File: src/rtl/mcs_pkg.sv
package mcs_pkg;

    localparam int OP_W       = 6;
    localparam int MAX_LEN    = 3;
    localparam int CYC_W      = $clog2(MAX_LEN);
    localparam int LAST_SHORT = 1;
    localparam int LAST_LONG  = MAX_LEN - 1;

    localparam logic [OP_W-1:0] OP_ADD = 6'h01;
    localparam logic [OP_W-1:0] OP_SUB = 6'h02;
    localparam logic [OP_W-1:0] OP_AND = 6'h03;
    localparam logic [OP_W-1:0] OP_OR  = 6'h04;
    localparam logic [OP_W-1:0] OP_XOR = 6'h05;
    localparam logic [OP_W-1:0] OP_MOV = 6'h06;
    localparam logic [OP_W-1:0] OP_LDI = 6'h10;
    localparam logic [OP_W-1:0] OP_LD  = 6'h11;
    localparam logic [OP_W-1:0] OP_ST  = 6'h12;
    localparam logic [OP_W-1:0] OP_JMP = 6'h20;

    typedef enum logic [2:0] {
        CL_NOP, CL_ALU, CL_LDI, CL_LD, CL_ST, CL_JMP
    } cls_t;

    typedef enum logic [2:0] {
        AO_INC  = 3'd0,
        AO_ADD  = 3'd1,
        AO_SUB  = 3'd2,
        AO_AND  = 3'd3,
        AO_OR   = 3'd4,
        AO_XOR  = 3'd5,
        AO_PASS = 3'd6
    } alu_op_t;

    // decoded instruction, held for the whole instruction
    typedef struct packed {
        cls_t             cls;
        alu_op_t          aop;
        logic [CYC_W-1:0] last;
    } dec_t;

    // sequencer state
    typedef struct packed {
        logic             boot;
        logic [CYC_W-1:0] cyc;
        dec_t             dec;
    } seq_t;

    // control strobes
    typedef struct packed {
        logic    pc_we;
        logic    pc_sel;
        alu_op_t alu_op;
        logic    addr_sel;
        logic    mem_rd;
        logic    mem_wr;
        logic    ir_ld;
        logic    rf_we;
        logic    wb_sel;
    } ctl_t;

endpackage

File: src/rtl/mcs_opdecode.sv
module mcs_opdecode
    import mcs_pkg::*;
(
    input  logic [OP_W-1:0] op,
    output dec_t            dec
);

    // full-width match; anything unlisted becomes a two-cycle no-op
    always_comb begin
        dec.cls  = CL_NOP;
        dec.aop  = AO_INC;
        dec.last = CYC_W'(LAST_SHORT);
        case (op)
            OP_ADD, OP_SUB, OP_AND, OP_OR, OP_XOR, OP_MOV: begin
                dec.cls = CL_ALU;
                dec.aop = alu_op_t'(op[2:0]);
            end
            OP_LDI: begin
                dec.cls  = CL_LDI;
                dec.last = CYC_W'(LAST_LONG);
            end
            OP_LD: begin
                dec.cls  = CL_LD;
                dec.last = CYC_W'(LAST_LONG);
            end
            OP_ST: begin
                dec.cls  = CL_ST;
                dec.last = CYC_W'(LAST_LONG);
            end
            OP_JMP: begin
                dec.cls = CL_JMP;
            end
            default: ;
        endcase
    end

endmodule

File: src/rtl/mcs_seq.sv
module mcs_seq
    import mcs_pkg::*;
(
    input  logic clk,
    input  logic rst,
    input  dec_t fwd_dec,
    output seq_t st_q,
    output logic fetch
);

    localparam seq_t SEQ_RST = '{1'b1, {CYC_W{1'b0}},
                                 '{CL_NOP, AO_INC, {CYC_W{1'b0}}}};

    seq_t st_d;

    always_comb begin
        fetch = st_q.boot || (st_q.cyc == st_q.dec.last);
        st_d  = st_q;
        if (fetch) begin
            // the forwarded opcode's decode is captured with the IR load
            st_d.boot = 1'b0;
            st_d.cyc  = '0;
            st_d.dec  = fwd_dec;
        end else begin
            st_d.cyc = st_q.cyc + 1'b1;
        end
    end

    always_ff @(posedge clk) begin
        if (rst) begin
            st_q <= SEQ_RST;
        end else begin
            st_q <= st_d;
        end
    end

endmodule

File: src/rtl/mcs_strobe.sv
module mcs_strobe
    import mcs_pkg::*;
(
    input  seq_t st,
    input  logic fetch,
    output ctl_t ctl
);

    always_comb begin
        ctl        = '0;
        ctl.alu_op = AO_INC;
        if (fetch) begin
            ctl.mem_rd = 1'b1;
            ctl.ir_ld  = 1'b1;
        end
        if (!st.boot) begin
            if (st.cyc == '0) begin
                // first cycle: PC+1 through the ALU, or jump target
                ctl.pc_we  = 1'b1;
                ctl.pc_sel = (st.dec.cls == CL_JMP);
            end else if (st.cyc == CYC_W'(1)) begin
                case (st.dec.cls)
                    CL_ALU: begin
                        ctl.rf_we  = 1'b1;
                        ctl.wb_sel = 1'b0;
                        ctl.alu_op = st.dec.aop;
                    end
                    CL_LDI: begin
                        ctl.mem_rd = 1'b1;
                        ctl.rf_we  = 1'b1;
                        ctl.wb_sel = 1'b1;
                        ctl.pc_we  = 1'b1;
                        ctl.alu_op = AO_INC;
                    end
                    CL_LD: begin
                        ctl.mem_rd   = 1'b1;
                        ctl.addr_sel = 1'b1;
                        ctl.rf_we    = 1'b1;
                        ctl.wb_sel   = 1'b1;
                    end
                    CL_ST: begin
                        ctl.mem_wr   = 1'b1;
                        ctl.addr_sel = 1'b1;
                    end
                    default: ;
                endcase
            end
        end
    end

endmodule

File: src/rtl/mcs_ctrl.sv
module mcs_ctrl
    import mcs_pkg::*;
(
    input  logic             clk,
    input  logic             rst,
    input  logic [OP_W-1:0]  mem_op,
    output logic             pc_we,
    output logic             pc_sel,
    output logic [2:0]       alu_op,
    output logic             addr_sel,
    output logic             mem_rd,
    output logic             mem_wr,
    output logic             ir_ld,
    output logic             rf_we,
    output logic             wb_sel,
    output logic [CYC_W-1:0] cyc
);

    dec_t fwd_dec;
    seq_t st_q;
    logic fetch;
    ctl_t ctl;

    mcs_opdecode u_dec (
        .op  (mem_op),
        .dec (fwd_dec)
    );

    mcs_seq u_seq (
        .clk     (clk),
        .rst     (rst),
        .fwd_dec (fwd_dec),
        .st_q    (st_q),
        .fetch   (fetch)
    );

    mcs_strobe u_stb (
        .st    (st_q),
        .fetch (fetch),
        .ctl   (ctl)
    );

    assign pc_we    = ctl.pc_we;
    assign pc_sel   = ctl.pc_sel;
    assign alu_op   = ctl.alu_op;
    assign addr_sel = ctl.addr_sel;
    assign mem_rd   = ctl.mem_rd;
    assign mem_wr   = ctl.mem_wr;
    assign ir_ld    = ctl.ir_ld;
    assign rf_we    = ctl.rf_we;
    assign wb_sel   = ctl.wb_sel;
    assign cyc      = st_q.cyc;

endmodule

File: config.mk
export PLATFORM = sky130hd
export DESIGN_NAME = mcs_ctrl
export DESIGN_NICKNAME = d
export VERILOG_FILES = /design/src/rtl/mcs_pkg.sv /design/src/rtl/mcs_opdecode.sv /design/src/rtl/mcs_seq.sv /design/src/rtl/mcs_strobe.sv /design/src/rtl/mcs_ctrl.sv
export SDC_FILE = /design/constraint.sdc
export NUM_CORES = 1
export LEC_CHECK = 0
export BUFFER_PORTS_ARGS = -buffer_cell sky130_fd_sc_hd__clkbuf_2
export CELL_PAD_IN_SITES_DETAIL_PLACEMENT = 1
export CELL_PAD_IN_SITES_GLOBAL_PLACEMENT = 2
export CORE_UTILIZATION = 26
export CTS_CLUSTER_SIZE = 25
export DETAILED_ROUTE_END_ITERATION = 8
export GPL_TIMING_DRIVEN = 1
export PLACE_DENSITY = 0.75
export SYNTH_ARGS = -nofsm -noshare
export SYNTH_HDL_FRONTEND = slang
export SYNTH_HIERARCHICAL = 1
export SYNTH_SLANG_ARGS = --single-unit
File: constraint.sdc
create_clock -name clk -period 1.2 [get_ports clk]
set_clock_uncertainty 0.2 [all_clocks]
set_input_delay 0 -clock clk [delete_from_list [all_inputs] [get_ports clk]]
set_output_delay 0 -clock clk [all_outputs]
set_load 0.05 [all_outputs]
==> results by group <==
Yosys
  • Mapped Area: 743 um2
  • Synth async-reset ratio: 0%
  • Syn nets: 95
  • Post-synthesis sequential area ratio: 29.6%
  • Post-synth EDFFs: 0
  • Ys flop type: dfxtp_1
  • Most frequent cell after synthesis: nand2b_1
  • Synthesized flop and latch total: 11
  • Share of the synthesized area in the top cell type: a little under 30%
  • Post-Syn Area per Cell: 8.54 um2
  • Synth top cells by count: nand2b_1 (19), dfxtp_1 (11), mux2i_1 (8)
  • Area contributors post-synth: dfxtp_1 (30%), nand2b_1 (16%), mux2i_1 (11%), xnor2_1 (3.5%), and2_1 (3.4%)
  • Post-Synthesis Cells: 87
  • Syn. warnings: 6
  • Largest area contributor in the netlist: dfxtp_1
  • Distinct cells, synth: 30

Cells and area
  • Footprint of the multi-input gates: 573 um2
  • Max FFs per register: 11
  • FILL cells: 295
  • Seq. cell area: 231 um2
  • Post-route insts no fill: 161
  • Proportion of layout cells with a drive suffix above 1: between 50 and 60%
  • Top reg by flops: u_seq/st_q
  • P&R area growth vs syn: 81.0%
  • Top Registers: u_seq/st_q x11
  • Ant diodes: 0
  • Number of nets in the layout: 139
  • Design Area, Final: around 1300 um2

STA
  • Post-layout minimum cycle time: 1.67 ns
  • Final worst setup slack: -0.472 ns
  • Max-slew violations: 0
  • Slew HR: approximately 81%
  • FMAX: 598 MHz
  • # setup viols final: 21
  • Least-Margin Pin Slew: 0.287 ns
  • RSZ-0062 raised after global routing: true
  • Setup TNS Final: -6.07 ns
  • Hold Slack: -0.0338 ns
  • Tcrit/Tclk final: 139%
  • Hold Fails Final Rpt: 4

Floorplanning
  • Row count: 19
  • Initial Util: about 27%
  • Core area: 2730 um2
  • Die Ht: approximately 55 um
  • Chip Width: 55.5 um
  • DIE AREA: 3080 um2
  • Top Ports: 21

Pwr
  • Comb power frac: roughly 36%
  • Peak supply drop: 434 uV
  • PD cells: about 750 nW/um2
  • Cell-internal power: 0.691 mW
  • Leakage power: 0.545 nW
  • Sequential share of power: 39.2%
  • Net Switching: 0.318 mW
  • Switch share: 31.5%
  • Clock share of power: between 20% and 30%

Placed design
  • Placed inst area: roughly 1100 um2
  • Placed Cells incl. Taps: 152
  • IO buf count: 20
  • Dpl hpwl: 1.60 mm
  • Gpl congestion: 0.705
  • Pre-CTS WS: -0.222 ns

Clocking
  • CTS root buffer: clkbuf_4
  • Hold buffer count at CTS: 2
  • CTS Buf Count: 3
  • CTS tree: yes
  • Clock latency on the worst-skew pair: 0.26 ns
  • Clk pin slew, worst setup/hold paths: 0.07 ns
  • # clock sinks: 11
  • Max Buffers Root-to-Sink: 2
  • H-tree lvl count: 1

Global routing
  • First-pass GRT wire length: 3.82 mm
  • Grt met2 use: 29.1%
  • Met3 GRT Util: under 10%
  • Grt ovf: 0
  • Busiest grt layer: met2
  • GR Layer Usage met1: 17.6%
  • Largest net degree at the start of global routing: 20
  • Global Route Usage Sum: about 16%
  • Initial antenna violation count: 0
  • Number of global-route vias before repair: roughly 820

Worst setup path
  • WP data required: 1.00 ns
  • Setup crit end kind: primary output
  • Critical Path Start Type: flip-flop
  • CP Class: reg2out
  • Crit-path max FO: 3
  • Arr. time, crit path: 1.47 ns

Routing
  • Antenna viol nets, final: 0
  • WL final: between 2 and 2.5 mm
  • TritonRoute pass-1 iters: 4
  • Via count: approximately 770
  • Initial DRC Count: 6
  • DR DRC count: 0
  • Routed WL per cell: between 10 and 15 um
  • Vias per Instance: 4.77

Outcome
  • Status: complete, but fails checks
  • Failing checks: negative hold slack, negative setup slack

Hold path
  • Worst hold path type: in2reg

Job
  • Max_cap viols: 0
[layout make-up]
cell class | count | area share (%)
Clock buffer | 4 | 1.95
Sequential cell | 11 | 17.2
Multi-Input combinational cell | 68 | 42.6
Timing Repair Buffer | 45 | 34.8
Inverter | 2 | 0.558
Tap cell | 31 | 2.88
[kinds of logic after synthesis]
group                     count (synthesis)  share of synthesized area (%)
buffers and inverters                     8                           6.56
AOI/OAI and AO/OA                         7                           6.40
muxes                                     8                           10.8
DFF                                      11                           29.6
xor gates and xnor gates                  3                           3.54
and+or+nand+nor                          50                           43.1
[through the flow]
| step | utilization (%) | hold WS [ns] | total power, mW |
|---|---|---|---|
| after floorplan | - | -0.0205 | 0.607 |
| final | 49.2 | -0.0338 | 1.01 |
| after CTS | 48.0 | -0.0367 | 1.01 |
| after global routing | 49.2 | -0.00508 | 1.08 |
| after detailed placement | 41.6 | 0.148 | 0.707 |
| after global placement | 41.6 | 0.139 | 0.697 |
[power groups by stage]
stage	clock network, mW	logic (mW)	registers (mW)
after floorplan	0	0.187	0.420
after global placement	0	0.295	0.402
after detailed placement	0	0.305	0.402
after CTS	0.271	0.341	0.394
after global routing	0.291	0.390	0.398
final	0.250	0.363	0.396
[critical path, stage by stage, from the launching register on]
cell	delay, ns
dfxtp_2	0.35
nor4b_4	0.31
and3b_2	0.26
and2_4	0.15
buf_12	0.13
[placed cells by master, fill, tap and decap left out, types with 4 or more instances in the layout]
cell and n:
dfxtp_1 6, nor2_1 5, mux2i_1 8, nand2_1 4, and2_4 4, clkbuf_2 7
buf_12 4, nand2b_1 16, buf_4 20, buf_6 4
[final timing paths]
check                        to  slack [ns]  depth (start not counted)           from
setup / recovery      alu_op[1]       -0.47                          4  u_seq/st_q[7]
hold / removal    u_seq/st_q[6]       -0.03                          5      mem_op[3]
setup reg to reg  u_seq/st_q[8]       -0.19                          6  u_seq/st_q[9]
hold reg to reg   u_seq/st_q[3]        0.28                          2  u_seq/st_q[3]
[metal layers]
metal | wire (um) | vias to the layer above
li1 | - | 383
met1 | 836 | 368
met2 | 1210 | 15
met3 | 31 | 2
met4 | 23 | 0
met5 | 0 | -
[timing repair]
item / in CTS / in global routing
endpoints found under the hold margin: 7 / 2
pin swaps: 4 / 4
endpoints found under the setup margin: 22 / 23
gates resized for setup: 24 / 8
setup buffers: 2 / 2
Note: power is estimated with default switching activity, not from simulation.
